===== src/rtl/gate_latch_pkg.sv =====
package gate_latch_pkg;

  typedef enum logic [1:0] {
    PK_NONE = 2'b00,
    PK_SET  = 2'b01,
    PK_CLR  = 2'b10,
    PK_BOTH = 2'b11
  } pulse_kind_t;

  function automatic pulse_kind_t classify_pulse(input logic s, input logic c);
    pulse_kind_t k;
    unique case ({c, s})
      2'b01:   k = PK_SET;
      2'b10:   k = PK_CLR;
      2'b11:   k = PK_BOTH;
      default: k = PK_NONE;
    endcase
    return k;
  endfunction

  function automatic logic is_usable(input pulse_kind_t k);
    return (k == PK_SET) || (k == PK_CLR);
  endfunction

endpackage


===== src/rtl/starve_timer.sv =====
module starve_timer #(
  parameter int unsigned WD_CYCLES = 375
) (
  input  logic clk,
  input  logic rst_n,
  input  logic kick,
  output logic fire,
  output logic expired
);
  localparam int unsigned CW = $clog2(WD_CYCLES + 1);
  localparam logic [CW-1:0] LAST = CW'(WD_CYCLES - 1);
  localparam logic [CW-1:0] SAT  = CW'(WD_CYCLES);

  logic [CW-1:0] cnt_q, cnt_d;
  logic          cnt_en;
  logic          exp_q, exp_d;

  // The timeout fires once, on the idle edge that completes the window.
  assign fire = !kick && (cnt_q == LAST);

  always_comb begin
    cnt_en = kick || (cnt_q != SAT);
    cnt_d  = kick ? '0 : cnt_q + 1'b1;
    if (kick)      exp_d = 1'b0;
    else if (fire) exp_d = 1'b1;
    else           exp_d = exp_q;
  end

  always_ff @(posedge clk or negedge rst_n) begin
    if (!rst_n) begin
      cnt_q <= '0;
      exp_q <= 1'b0;
    end else begin
      if (cnt_en) cnt_q <= cnt_d;
      exp_q <= exp_d;
    end
  end

  assign expired = exp_q;
endmodule


===== src/rtl/startup_holdoff.sv =====
module startup_holdoff #(
  parameter int unsigned HOLD_CYCLES = 6250
) (
  input  logic clk,
  input  logic rst_n,
  input  logic supply_ok,
  output logic ready
);
  localparam int unsigned CW = $clog2(HOLD_CYCLES + 1);
  localparam logic [CW-1:0] DONE = CW'(HOLD_CYCLES);

  logic [CW-1:0] cnt_q, cnt_d;
  logic          cnt_en;

  always_comb begin
    cnt_en = !supply_ok || (cnt_q != DONE);
    cnt_d  = supply_ok ? cnt_q + 1'b1 : '0;
  end

  always_ff @(posedge clk or negedge rst_n) begin
    if (!rst_n)      cnt_q <= '0;
    else if (cnt_en) cnt_q <= cnt_d;
  end

  assign ready = (cnt_q == DONE);
endmodule


===== src/rtl/drive_latch.sv =====
module drive_latch
  import gate_latch_pkg::*;
(
  input  logic        clk,
  input  logic        rst_n,
  input  pulse_kind_t kind,
  input  logic        block,
  input  logic        starve,
  output logic        level
);
  logic lvl_q, lvl_d;

  always_comb begin
    if (block || starve) begin
      lvl_d = 1'b0;
    end else begin
      unique case (kind)
        PK_SET:  lvl_d = 1'b1;
        PK_CLR:  lvl_d = 1'b0;
        default: lvl_d = lvl_q;
      endcase
    end
  end

  always_ff @(posedge clk or negedge rst_n) begin
    if (!rst_n) lvl_q <= 1'b0;
    else        lvl_q <= lvl_d;
  end

  assign level = lvl_q;
endmodule


===== src/rtl/gate_latch_guard.sv =====
module gate_latch_guard
  import gate_latch_pkg::*;
#(
  parameter int unsigned WD_CYCLES   = 375,
  parameter int unsigned HOLD_CYCLES = 6250
) (
  input  logic clk,
  input  logic rst_n,
  input  logic set_pls,
  input  logic clr_pls,
  input  logic supply_ok,
  input  logic overtemp,
  output logic gate_en,
  output logic wd_expired
);
  pulse_kind_t kind;
  logic        kick;
  logic        starve;
  logic        hold_ready;
  logic        block;

  assign kind  = classify_pulse(set_pls, clr_pls);
  assign kick  = is_usable(kind);
  assign block = !supply_ok || overtemp || !hold_ready;

  starve_timer #(.WD_CYCLES(WD_CYCLES)) u_wd (
    .clk     (clk),
    .rst_n   (rst_n),
    .kick    (kick),
    .fire    (starve),
    .expired (wd_expired)
  );

  startup_holdoff #(.HOLD_CYCLES(HOLD_CYCLES)) u_hold (
    .clk       (clk),
    .rst_n     (rst_n),
    .supply_ok (supply_ok),
    .ready     (hold_ready)
  );

  drive_latch u_latch (
    .clk    (clk),
    .rst_n  (rst_n),
    .kind   (kind),
    .block  (block),
    .starve (starve),
    .level  (gate_en)
  );
endmodule


===== config.mk =====
export PLATFORM = sky130hd
export DESIGN_NAME = gate_latch_guard
export DESIGN_NICKNAME = d
export VERILOG_FILES = /design/src/rtl/gate_latch_pkg.sv /design/src/rtl/starve_timer.sv /design/src/rtl/startup_holdoff.sv /design/src/rtl/drive_latch.sv /design/src/rtl/gate_latch_guard.sv
export SDC_FILE = /design/constraint.sdc
export NUM_CORES = 1
export LEC_CHECK = 0
export BUFFER_PORTS_ARGS = -buffer_cell sky130_fd_sc_hd__buf_2
export CAP_MARGIN = 0
export CORE_MARGIN = 2
export CORE_UTILIZATION = 30
export DETAILED_ROUTE_END_ITERATION = 10
export SLEW_MARGIN = 10
export SYNTH_ARGS = -nofsm -noshare
export SYNTH_HDL_FRONTEND = slang
export SYNTH_SLANG_ARGS = --single-unit

===== constraint.sdc =====
create_clock -name clk -period 2.6 [get_ports clk]
set_clock_uncertainty 0.05 [all_clocks]
set_input_delay 0.39 -clock clk [delete_from_list [all_inputs] [get_ports clk]]
set_output_delay 0.39 -clock clk [all_outputs]
set_load 0.005 [all_outputs]

Word-level counts from Yosys, hierarchy flattened. Index checks and enable logic that the tools add are counted.

$add $sub $neg: 2. Equal/unequal tests: 9. Multiplexer cells: 7. Reduce and logical (&&, ||, !) cells: 12.

Operator list (number): 13-bit by 1-bit adder with 13-bit output, second input constant (1); 13-bit equality test, second input constant (1); 13-bit two-way mux (1); 13-bit != test, second input constant (1); 9-bit by 1-bit adder with 9-bit output, second input constant (1); 9-bit equality test, second input constant (1); 9-bit two-way mux (1); 9-bit != test, second input constant (1); 2-bit equality test, second input constant (3); 1-bit logical OR (6); 2-bit case mux with 3 select lines (1); 2-bit by 1-bit equality test with 1-bit output, second input constant (2); 1-bit logical NOT (3); 1-bit two-way mux (3); 3-bit nonzero test (1); 1-bit case mux with 2 select lines (1); 2-bit nonzero test (1); 1-bit logical AND (1).

Input port bits: 6. Output and inout port bits: 2. Word-level logic and storage cells: 34. Register bits after elaboration: 24.

Longest topological paths before layout. Gate-level depths: netlist of the first run.

Depth in word-level cells: 8. Mapped depth: 5. Depth with buffers taken out: 5.

Modules after synthesis. From an unflattened synthesis of the first run, not the netlist that was laid out.

Cell total of the unflattened synthesis: 142. Area total of the unflattened synthesis: 1406.3 sq um.

By module, submodules not included: startup_holdoff (cells an instance 73, times used 1, seq. area each 325.3 sq um, area each 729.4 sq um); starve_timer (cells an instance 56, times used 1, seq. area each 250.2 sq um, area each 543.0 sq um); gate_latch_guard (cells an instance 9, times used 1, seq. area each 0.0 sq um, area each 81.3 sq um); drive_latch (cells an instance 4, times used 1, seq. area each 25.0 sq um, area each 52.6 sq um).

Least setup slack after synthesis of the first run. No wires, ideal clock.

Path kind: reg2reg. From: register u_hold.cnt_q[9]. To: register u_hold.cnt_q[0]. Setup time: 0.079 ns. Clock period less this slack: 1.633 ns. Setup slack: 0.967 ns. Buffers on the path: 0. Arrival time: 1.504 ns. Stages on the path, launching flop included: 4. Data required time: 2.471 ns. Path through: dfrtp_1 -> or4_4 -> nor4_4 -> mux2i_1.

Word-level cells in the longest chain between the ends: 2.

RTL lines: start: declaration (line startup_holdoff.sv:12) `logic [CW-1:0] cnt_q, cnt_d;`; start signal: assignment (line startup_holdoff.sv:22) `else if (cnt_en) cnt_q <= cnt_d;`; 13-bit != test (line startup_holdoff.sv:16) `cnt_en = !supply_ok || (cnt_q != DONE);`; 1-bit logical OR (line startup_holdoff.sv:16).

No other way between the ends. A chain may end at the register's enable or synchronous reset.

Worst setup path in the final report of the first run. Same ends and word-level chain as after synthesis.

==> results of run 1 <==
## Yosys cell counts, types with 2 or more instances
library cell / count
mux2i_1: 6
nand3_1: 8
xor2_1: 2
nor2_1: 3
o31ai_1: 4
nor3_1: 2
dfrtp_1: 24
nand2_1: 17
or3_1: 7
nand2b_1: 3
a21oi_1: 9
o21ai_0: 8
o311a_1: 2
or4_1: 3
nand4_1: 3
nor4_1: 3
ha_1: 5
inv_1: 10
## logic make-up after synthesis
group	Yosys count	synth area share
AO/OA/AOI/OAI	27	0.128
XOR/XNOR	3	0.0206
adder cells (fa/ha/maj)	5	0.0490
buffers and inverters	11	0.0323
flip-flops	24	0.470
multiplexers	6	0.0470
AND/OR/NAND/NOR	56	0.253
## flip-flops by register name, indices dropped and copies added (netlist names)
| signal | flops |
|---|---|
| u_latch.level | 1 |
| u_wd.cnt_q | 9 |
| u_hold.cnt_q | 13 |
| u_wd.expired | 1 |
## metrics by stage
step	instances	total power, µW	util	setup slack [ns]
floorplan	132	441	-	0.967
global placement	188	461	0.338	0.812
detailed placement	188	467	0.338	0.734
CTS	192	724	0.352	0.806
global route	192	751	0.352	0.716
finish	192	710	0.352	0.836
## cell usage in the layout (no fill, tap or decap), types with 4 or more instances in the layout
cell type	synthesis	layout
nand2_1	17	17
inv_1	10	10
mux2i_1	6	6
nand3_1	8	8
o31ai_1	4	4
o21ai_0	8	8
or3_1	7	7
a21oi_1	9	9
buf_2	0	7
dfrtp_1	24	24
ha_1	5	5
clkbuf_8	0	4
## per-layer routing
layer  global-route usage  vias up  part of all wire
li1                     -      502                 -
met1                0.141      507              0.43
met4               0.0349        0             0.012
met3               0.0378        5             0.046
met5                    0        -                 0
met2                0.204       15              0.51
## layout make-up
type	instances	area, µm²	share of cell area
clock buffer	4	55.1	0.0386
inverter	10	37.5	0.0263
multi-input combinational	97	636	0.446
sequential	24	601	0.421
tap	50	62.6	0.0439
timing repair buffer	7	35.0	0.0246
## power by group through the flow
| stage | clock [µW] | sequential [µW] | combinational [µW] |
|---|---|---|---|
| 2_1_floorplan | 0 | 403 | 38.0 |
| 3_3_place_gp | 0 | 405 | 56.5 |
| 3_5_place_dp | 0 | 406 | 60.4 |
| 4_1_cts | 264 | 399 | 61.1 |
| 5_1_grt | 279 | 402 | 69.7 |
| 6_report | 252 | 399 | 59.3 |
## path summary, 6_finish.rpt
check / start / end
max in group asynchronous: rst_n / u_hold.cnt_q[3]
min in group clk: overtemp / u_latch.level
min: rst_n / u_hold.cnt_q[11]
min reg2reg: u_wd.expired / u_wd.expired
max reg2reg: u_hold.cnt_q[9] / u_hold.cnt_q[0]
max: u_hold.cnt_q[9] / u_hold.cnt_q[0]
==> qor.yml, run 1 <==
status:
  status: "complete, no violations"
timing:
  hold_slack_ns: 0.0520
  maxSlewViolCount: 0
  fin_setup_tns_ns: 0
  relSlewSlack: 0.630
  hold_viol: 0
  fin_crit_sh: 0.678
  timing.fmax_mhz: 567
  finalSetupViolations: 0
  tightest_slew_ns: 0.555
  fin_crit_ns: 1.76
  rsz0062_at_grt: "false"
place:
  placed_area_um2: 1370
  gp_congestion: 0.842
  dpl.hpwl_um: 1850
  port_buffers: 7
clock_tree:
  cts_buffers: 3
  cts_sinks: 24
  clock_latency_ns: 0.26
  cts_tree: "built"
  ctsResizeCount: 0
  cts-root-buf: "clkbuf_8"
  cts_buffer_depth: 2
  ctsHoldBuffers: 0
  clk_pin_slew_ns: 0.08
  cts_setup_buffers: 0
  htree_levels: 1
power:
  swShare: 0.236
  p_int_uw: 542
  power_density_nw_per_um2: 497
  clock_power_share: 0.354
  leakage_uw: 0.000560
  irDropWorstVdd_v: 0.000303
  combPwrFrac: 0.084
  sequentialPowerShare: 0.562
  p_sw_uw: 168
floorplanning:
  die_height_um: 69.3
  die_w_um: 69.3
  ioPinCount: 8
  initial_utilization: 0.315
  core_um2: 4060
  core.rowCount: 23
  die-area_um2: 4800
grt:
  grt_max_degree: 25
  grt_first_pass_wirelength_um: 4600
  grt_pass1_vias: 1025
  grt_usage: 0.118
  grt-ovfl-total: 0
  grt_antenna_before_repair: 0
cells_and_area:
  fillCellCount: 421
  drive_above_1_share: 0.0986
  final_area_um2: 1430
  syn_to_final_growth_pct: 11.7
  nets: 154
  diodes: 0
yosys:
  synth.net_count: 143
  ys_warn_count: 0
  synthArstFlopShare: 1.00
  seq_area_frac_synth: 0.470
  synth_area_leader_cell: "dfrtp_1"
  ys.flop_type: "dfrtp_1"
  avgSynthCellArea_um2: 9.68
  ys_types: 31
  synth_top_cell_area_share: 0.470
  synth-edff-count: 0
  ys_ff_latch: 24
  netlist_area_um2: 1280
  syn-instance-count: 132
  synth_area_leaders: "dfrtp_1 (47%), nand2_1 (5.0%), ha_1 (4.9%)"
detailed_routing:
  ant_nets: 0
  vias: 1029
  drt_iter0_drc: 19
  viasPerCell: 5.36
  wl_per_cell_um: 13.5
  drc: 0
  routed_wl_um: 2590
  dr.pass1.iters: 4
setup_path:
  path_buf_inv: 0
  crit_slowest_cell: "or4_4"
  worstPathArrival_ns: 1.90
  crit_fanout: 5
  reg2reg_depth: 3
  r2r_slack_ns: 0.84
  cp_top_family: "simple AND/OR/NAND/NOR gates"
  required_ns: 2.74
  critical_path_class: "reg2reg"
  crit_path_end_kind: "flop"
  crit_chain: "or4_4 > nor4_4 > mux2i_1"
  max_stage_delay_ns: 0.56
  path_depth: 3
  worstSetupStartpointType: "flop"
flow_run:
  maxCapViolCount: 0
hold_path:
  hold_path.class: "in2async"
Power figures use the tool's default switching activity.
==> run 2: changes to the inputs <==
Clock period 2.6 ns to 1.75 ns, I/O delays scaled along.
==> qor.yml, run 2 (synthesis gave the netlist of run 1 again) <==
status:
  status: "complete, no violations"
setup_path:
  required_ns: 1.90
  crit_fanout: 4
  worstPathArrival_ns: 1.86
  path_buf_inv: 0
  cp_top_family: "simple AND/OR/NAND/NOR gates"
  crit_slowest_cell: "or4_4"
  max_stage_delay_ns: 0.54
  worstSetupStartpointType: "flop"
  critical_path_class: "reg2reg"
  crit_path_end_kind: "flop"
  crit_chain: "or4_4 > nor4_4 > mux2i_1"
grt:
  grtUsageMet1: 0.138
  grtUsageMet2: 0.205
  grt_busiest_layer: "met2"
  grt_usage: 0.120
  grt_pass1_vias: 997
  grt-ovfl-total: 0
  grt_max_degree: 25
  met3_usage: 0.0363
  grt_first_pass_wirelength_um: 4590
  grt_antenna_before_repair: 0
clock_tree:
  clk_pin_slew_ns: 0.09
  cts_sinks: 24
  htree_levels: 1
  cts_tree: "built"
  clock_latency_ns: 0.27
  cts-root-buf: "clkbuf_8"
  cts_buffer_depth: 2
  cts_buffers: 3
floorplanning:
  core_um2: 4060
  die_height_um: 69.3
  die-area_um2: 4800
  die_w_um: 69.3
  core.rowCount: 23
  ioPinCount: 8
  initial_utilization: 0.315
detailed_routing:
  wl_per_cell_um: 13.4
  viasPerCell: 5.19
  drc: 0
  routed_wl_um: 2690
  vias: 1043
  drt_iter0_drc: 39
  ant_nets: 0
  dr.pass1.iters: 4
place:
  dpl.hpwl_um: 1970
  port_buffers: 7
  gp_congestion: 0.820
  dp.cells: 194
timing:
  finalSetupViolations: 0
  hold_slack_ns: 0.223
  relSlewSlack: 0.633
  timing.fmax_mhz: 585
  maxSlewViolCount: 0
  fin_crit_sh: 0.978
  tightest_slew_ns: 0.550
  hold_viol: 0
  fin_crit_ns: 1.71
  fin_setup_tns_ns: 0
  rsz0062_at_grt: "true"
cells_and_area:
  drive_above_1_share: 0.152
  most-common-layout-cells: "dfrtp_1 (24), nand2_1 (17), inv_1 (10)"
  seqCellArea_um2: 601
  stdcell_count: 201
  layout.cells.most_common: "dfrtp_1"
  reg_top3: "u_hold.cnt_q (13), u_wd.cnt_q (9)"
  multi_input_area_um2: 638
  nets: 163
  syn_to_final_growth_pct: 18.6
  top_register: "u_hold.cnt_q"
  largest_reg_flops: 13
  diodes: 0
  final_core_util: 0.373
  fillCellCount: 393
flow_run:
  maxCapViolCount: 0
power:
  leakage_uw: 0.000610
  power_density_nw_per_um2: 784
  irDropWorstVdd_v: 0.000421
hold_path:
  hold_path.class: "in2reg"
run 2: cell count changes in the layout (fill, tap and decap cells not counted), sizes merged:
| cell | delta |
|---|---|
| buf | +8 |
| bufinv | +1 |
| clkbuf | -1 |
| dlygate4sd3 | +1 |
run 2: what timing repair did:
action / CTS / global route
hold buffers: 1 / 0
hold endpoints to repair: 24 / 0
buffers inserted: 0 / 2
gates resized for setup: 0 / 1
setup endpoints to repair: 0 / 5
run 2: metrics by stage:
| step | cell area [µm²] | setup slack [ns] | power (µW) |
|---|---|---|---|
| 6_report | 1520 | 0.0393 | 1190 |
| 5_1_grt | 1520 | -0.0448 | 1250 |
| 4_1_cts | 1500 | 0.0125 | 1210 |
| 3_5_place_dp | 1420 | 0.0232 | 703 |
| 3_3_place_gp | 1420 | 0.107 | 697 |
| 2_1_floorplan | 1280 | 0.117 | 654 |
run 2: layout make-up:
cell class / count / area share
clock buffers: 3 / 0.0273
multi-input cells: 97 / 0.421
well taps: 50 / 0.0413
inverters: 10 / 0.0248
repair buffers: 16 / 0.0694
clock inverters: 1 / 0.0198
flip-flops and latches: 24 / 0.396
run 2: layer usage:
metal | wire length [µm] | vias to the layer above
met2 | 1360 | 14
met5 | 0 | -
met1 | 1200 | 509
li1 | - | 515
met3 | 81 | 5
met4 | 38 | 0
run 2: worst paths after layout:
kind / slack, ns / startpoint / to / cells past startpoint
max: 0.04 / u_hold.cnt_q[8] / u_hold.cnt_q[0] / 3
min: 0.22 / overtemp / u_latch.level / 3
max reg2reg: 0.04 / u_hold.cnt_q[8] / u_hold.cnt_q[0] / 3
min reg2reg: 0.44 / u_wd.expired / u_wd.expired / 1
max in group asynchronous: 0.83 / rst_n / u_wd.cnt_q[6] / 2
min in group asynchronous: 0.45 / rst_n / u_hold.cnt_q[3] / 2
run 2: where the power goes:
| part | internal, µW | switching (µW) | leakage (µW) |
|---|---|---|---|
| combinational | 45.0 | 59.3 | 0.000245 |
| clock | 306 | 187 | 0.0000357 |
| sequential | 570 | 20.9 | 0.000330 |
| total | 922 | 267 | 0.000610 |
run 2: worst register-to-register path: cells and delay by family, from the launching register on:
kind	cells	cell delay [ns]
and+or+nand+nor	2	0.95
muxes	1	0.24
DFF	1	0.39
